[src/rtl/autobaud_meter.sv]
module autobaud_meter #(
  parameter int CNT_W    = 16,
  parameter int DIV_SLOW = 512,
  parameter int DIV_MID  = 128,
  parameter int DIV_FAST = 32
) (
  input  logic             clk,
  input  logic             rst_n,
  input  logic             rx_in,
  input  logic             arm_wr,
  input  logic             arm_wdata,
  input  logic [1:0]       rate_sel,
  input  logic             wake_mode,
  input  logic             done_ack,
  input  logic             ovf_wr,
  input  logic             ovf_wdata,
  input  logic             tx_wr_req,
  output logic [CNT_W-1:0] count_q,
  output logic             done_q,
  output logic             ovf_q,
  output logic             busy_q,
  output logic             tx_wr_ok
);

  localparam int PRE_W = (DIV_SLOW > 2) ? $clog2(DIV_SLOW) : 1;
  localparam logic [PRE_W-1:0] LIM_SLOW = PRE_W'(DIV_SLOW - 1);
  localparam logic [PRE_W-1:0] LIM_MID  = PRE_W'(DIV_MID - 1);
  localparam logic [PRE_W-1:0] LIM_FAST = PRE_W'(DIV_FAST - 1);

  typedef enum logic [2:0] {
    ST_IDLE, ST_BRK_LO, ST_BRK_HI, ST_START, ST_RISE1, ST_MEAS
  } st_t;

  st_t              st_q;
  logic             rx_m, rx_s, rx_p;
  logic [1:0]       rate_q;
  logic [PRE_W-1:0] pre_q, lim;
  logic [2:0]       rises_q;
  logic             rise, fall, tick, arm_go, abort, last_edge, run, wrap, first_rise;

  always_ff @(posedge clk or negedge rst_n)
    if (!rst_n) {rx_m, rx_s, rx_p} <= 3'b111;
    else        {rx_m, rx_s, rx_p} <= {rx_in, rx_m, rx_s};

  assign rise = rx_s & ~rx_p;
  assign fall = ~rx_s & rx_p;

  always_comb
    case (rate_q)
      2'b00:   lim = LIM_SLOW;
      2'b11:   lim = LIM_FAST;
      default: lim = LIM_MID;
    endcase

  assign tick       = (pre_q == lim);
  assign arm_go     = arm_wr & arm_wdata & (st_q == ST_IDLE);
  assign abort      = arm_wr & ~arm_wdata & (st_q != ST_IDLE);
  assign first_rise = (st_q == ST_RISE1) & rise & ~abort;
  assign last_edge  = (st_q == ST_MEAS) & rise & (rises_q == 3'd4);
  assign run        = (st_q == ST_MEAS) & ~last_edge & ~abort;
  assign wrap       = run & tick & (count_q == '1);
  assign busy_q     = (st_q != ST_IDLE);
  assign tx_wr_ok   = tx_wr_req & ~busy_q;

  always_ff @(posedge clk or negedge rst_n)
    if (!rst_n) begin
      st_q   <= ST_IDLE;
      rate_q <= 2'b00;
    end else if (arm_go) begin
      st_q   <= wake_mode ? ST_BRK_LO : ST_START;
      rate_q <= rate_sel;
    end else if (abort) begin
      st_q <= ST_IDLE;
    end else begin
      case (st_q)
        ST_BRK_LO: if (fall) st_q <= ST_BRK_HI;
        ST_BRK_HI: if (rise) st_q <= ST_START;
        ST_START:  if (fall) st_q <= ST_RISE1;
        ST_RISE1:  if (rise) st_q <= ST_MEAS;
        ST_MEAS:   if (last_edge) st_q <= ST_IDLE;
        default:   st_q <= st_q;
      endcase
    end

  always_ff @(posedge clk or negedge rst_n)
    if (!rst_n) begin
      count_q <= '0;
      pre_q   <= '0;
      rises_q <= '0;
    end else if (arm_go || first_rise) begin
      count_q <= '0;
      pre_q   <= '0;
      rises_q <= 3'd1;
    end else if (run) begin
      pre_q <= tick ? '0 : pre_q + PRE_W'(1);
      if (tick) count_q <= count_q + CNT_W'(1);
      if (rise) rises_q <= rises_q + 3'd1;
    end

  always_ff @(posedge clk or negedge rst_n)
    if (!rst_n)                   done_q <= 1'b0;
    else if (last_edge && !abort) done_q <= 1'b1;
    else if (done_ack)            done_q <= 1'b0;

  always_ff @(posedge clk or negedge rst_n)
    if (!rst_n)      ovf_q <= 1'b0;
    else if (wrap)   ovf_q <= 1'b1;
    else if (ovf_wr) ovf_q <= ovf_wdata;


  done_ends_arm_chk: assert property (@(posedge clk) disable iff (!rst_n)
    $rose(done_q) |-> (!busy_q && $past(busy_q)));


  arm_clears_count_chk: assert property (@(posedge clk) disable iff (!rst_n)
    $rose(busy_q) |-> (count_q == '0));


  ovf_keeps_arm_chk: assert property (@(posedge clk) disable iff (!rst_n)
    ($rose(ovf_q) && !$past(ovf_wr)) |-> busy_q);


  abort_no_done_chk: assert property (@(posedge clk) disable iff (!rst_n)
    $past(arm_wr && !arm_wdata && busy_q) |-> (!busy_q && !$rose(done_q)));


  idle_count_hold_chk: assert property (@(posedge clk) disable iff (!rst_n)
    (!busy_q && !$past(busy_q)) |-> $stable(count_q));


  count_step_chk: assert property (@(posedge clk) disable iff (!rst_n)
    (busy_q && $past(busy_q) && (count_q != $past(count_q)))
      |-> ((count_q == $past(count_q) + CNT_W'(1)) || (count_q == '0)));

endmodule

[config.mk]
export PLATFORM = sky130hd
export DESIGN_NAME = autobaud_meter
export DESIGN_NICKNAME = d
export VERILOG_FILES = /design/src/rtl/autobaud_meter.sv
export SDC_FILE = /design/constraint.sdc
export NUM_CORES = 1
export LEC_CHECK = 0
export BUFFER_PORTS_ARGS = -buffer_cell sky130_fd_sc_hd__buf_2
export CAP_MARGIN = 10
export CORE_ASPECT_RATIO = 1.25
export CORE_MARGIN = 2
export CORE_UTILIZATION = 56
export CTS_CLUSTER_DIAMETER = 100
export DETAILED_ROUTE_END_ITERATION = 8
export GPL_TIMING_DRIVEN = 0
export HOLD_SLACK_MARGIN = 0.15
export PLACE_DENSITY = 0.86
export SETUP_SLACK_MARGIN = 0.1
export SLEW_MARGIN = 25
export SYNTH_ARGS = -nofsm -noshare
export SYNTH_HDL_FRONTEND = slang
export SYNTH_SLANG_ARGS = --single-unit
[constraint.sdc]
create_clock -name clk -period 2.35 [get_ports clk]
set_input_delay 0.1175 -clock clk [delete_from_list [all_inputs] [get_ports clk]]
set_output_delay 0.1175 -clock clk [all_outputs]
set_load 0.05 [all_outputs]
==> results.yml <==
cts:
  clockBufferDepth: 2
  clockRootBuffer: "clkbuf_8"
  htree_levels: 2
  cts.sinks: 38
  cts_buffers: 5
  clk-insertion-delay-late_ns: 0.29
  cts_tree: "yes"
  cts.clk_slew.worst_paths_ns: 0.08
floorplan:
  io_pins: 32
  dieArea_um2: 4320
  rows: 25
  initial_utilization: 0.572
  die_h_um: 72.9
  core_um2: 3720
  die_x_um: 59.2
cells_and_area:
  layout_common_cells: "buf_2, dfrtp_1, nand2_1"
  syn2layout_area_growth_pct: 20.2
  layout-drive-gt1-share: 0.232
  postLayoutCellArea_um2: 2560
  antennaDiodeCount: 0
  finalNetCount: 287
drt:
  remaining_drc_errors: 0
  route.vias.total: 1909
  viasPerCell: 6.12
  routed_wl_um: 4710
  routedWlPerCell_um: 15.1
  dr.pass1.iters: 4
  drtIter0Drc: 90
  ant_nets: 0
yosys:
  syn_inst: 225
  synth_area_leader_cell: "dfrtp_1"
  synth_top_family_by_area: "simple AND/OR/NAND/NOR gates"
  synth_seq_cells: 38
  synth_flop_cell: "dfrtp_1"
  synth_top_area_share: 0.411
  ys_types: 47
  synth_nets: 241
  synth_compound_area_frac: 0.150
  synthTopCellsByArea: "dfrtp_1, nand2_1, o31ai_1, dfstp_2, a21oi_1"
  synthAdderAreaFrac: 0.0235
  synthMuxAreaShare: 0.0441
  syn_area_um2: 2130
  ys_warn_count: 0
  yosys.area_share.xor_xnor: 0.0165
  synth.avg_cell_area_um2: 9.46
  synth_simple_gate_area_frac: 0.269
  synth.yosys.seq_area_share: 0.448
  synth_edf_count: 0
  synthArstFlopShare: 1.00
setup_path:
  path_max_fanout: 10
  crit_path_start: "rises_q[0]$_DFFE_PN0P_"
  critPathMaxStageDelay_ns: 0.51
  critPathMostFrequentCell: "buf_6"
  worstSetupStartpointType: "flip-flop"
  crit_arrival_ns: 2.36
  slowest_stage: "or4_1"
  crit_end: "count_q[14]$_DFFE_PN0P_"
  cp_cell_sequence: "inv_1, ha_1, nand4b_1, and4_1, buf_6, nand4_4, buf_6, or4_1, a21oi_2"
  r2r_cells: 9
  cp-end-kind: "flip-flop"
  regToRegEndpoint: "count_q[14]$_DFFE_PN0P_"
  r2r_slack_ns: 0.22
  path_class: "flip-flop to flip-flop"
  rr_startpoint: "rises_q[0]$_DFFE_PN0P_"
  cp.required_ns: 2.58
grt:
  grt_pass1_wl_um: 7890
  grt_max_degree: 39
  antenna_found_initial: 0
  first_global_vias: 1837
  grt_overflow: 0
  grt_util_all_layers: 0.239
power:
  power_uw: 1910
  p_leak_uw: 0.00118
  ir_worst_vdd_mv: 0.604
  powerDensity_nw_per_um2: 747
sta:
  fmax_ghz: 0.470
  clock_skew_ns: 0.00855
  hold_viol: 0
  finalSetupTns_ns: 0
  relSlewSlack: 0.371
  fin_crit_sh: 0.906
  rsz0062_at_grt: "no"
  fin_crit_ns: 2.13
  whs_ns: 0.308
  final_max_slew_viol_count: 0
  finalSetupViolations: 0
  tightest_slew_ns: 0.929
hold_path:
  hold_path.class: "primary input to flip-flop"
placement:
  gp_congestion: 0.825
  numPortBuffers: 31
  placed_area_um2: 2330
  dp_hpwl_um: 3150
flow_run:
  maxCapViolations: 0
run_status:
  outcome: "completed"
## metal layers
| layer | up-vias | routed length [um] | global-route usage |
|---|---|---|---|
| met5 | - | 0 | 0 |
| met4 | 0 | 114 | 0.126 |
| met3 | 11 | 173 | 0.0355 |
| met2 | 52 | 2440 | 0.417 |
| met1 | 919 | 1980 | 0.277 |
| li1 | 927 | - | - |
## worst max-delay path: cells and delay by family, from the launching register on
kind,cells,cell delay [ns]
AO/OA/AOI/OAI,1,0.15
flip-flops,1,0.35
AND/OR/NAND/NOR,4,0.97
buffers and inverters,3,0.38
adder cells (fa/ha/maj),1,0.22
## synth_stat cells, types with 2 or more instances
cell,number
nand4_1,6
buf_2,5
nand2b_1,4
and2_1,3
nand3_1,12
o22ai_1,3
dfrtp_1,35
a21oi_1,14
clkbuf_1,3
xor2_1,3
ha_1,4
and3_1,6
and4_1,2
mux2i_1,6
nand2_1,23
mux2_2,3
dfstp_2,3
buf_6,2
nor3_1,7
a21boi_0,2
inv_1,9
or4_1,8
o21ai_0,12
nor2_1,9
a31oi_1,2
o211ai_1,2
or3_1,6
a22o_1,2
o31ai_1,11
## area by class of cell
cell class	count	area [um2]
clock buffer	7	76.3
inverter	9	33.8
buffer	12	75.1
fill	288	1160
timing repair buffer	39	233
clock inverter	1	30.0
sequential	38	955
multi-input combinational	166	1110
tap	40	50.0
## metrics by stage
stage	utilization	setup WS, ns	cells
after detailed placement	0.627	0.0559	296
after global placement	0.627	0.120	296
after global routing	0.687	0.111	312
after CTS	0.676	0.180	311
final	0.687	0.221	312
after floorplan	-	0.196	225
## cells by family after synthesis
logic type      Yosys count
simple gates             98
compound gates           51
flops                    38
buf+inv                  21
mux                       9
xor+xnor                  4
fa+ha+maj                 4
## power breakdown
part	total [uW]	switching, uW	internal, uW	leakage (uW)
clock	546	229	318	0.0000524
sequential	810	76.8	734	0.000497
combinational	554	328	225	0.000626
## how the worst min path moves through the flow
| stage | start | to | cells past startpoint |
|---|---|---|---|
| after floorplan | rst_n | count_q[0]$_DFFE_PN0P_ | 0 |
| after global placement | rx_in | rx_m$_DFF_PN1_ | 1 |
| after detailed placement | rx_in | rx_m$_DFF_PN1_ | 1 |
| after CTS | arm_wr | st_q[1]$_DFFE_PN0P_ | 3 |
| after global routing | arm_wr | st_q[1]$_DFFE_PN0P_ | 3 |
| final | arm_wr | st_q[1]$_DFFE_PN0P_ | 3 |
## flip-flops by register name (all words and copies together), names as in the netlist
register,count
rx_p,1
count_q,16
rises_q,3
rx_m,1
rate_q,2
ovf_q,1
done_q,1
pre_q,9
rx_s,1
st_q,3
## repair_timing
action                     in CTS  in global routing
hold buffers                    7                  0
hold endpoints to repair       40                  0
setup endpoints to repair      16                 20
gates resized for setup         1                 10
setup buffers                   0                  1
No activity file was read; power rests on OpenSTA's default activity.
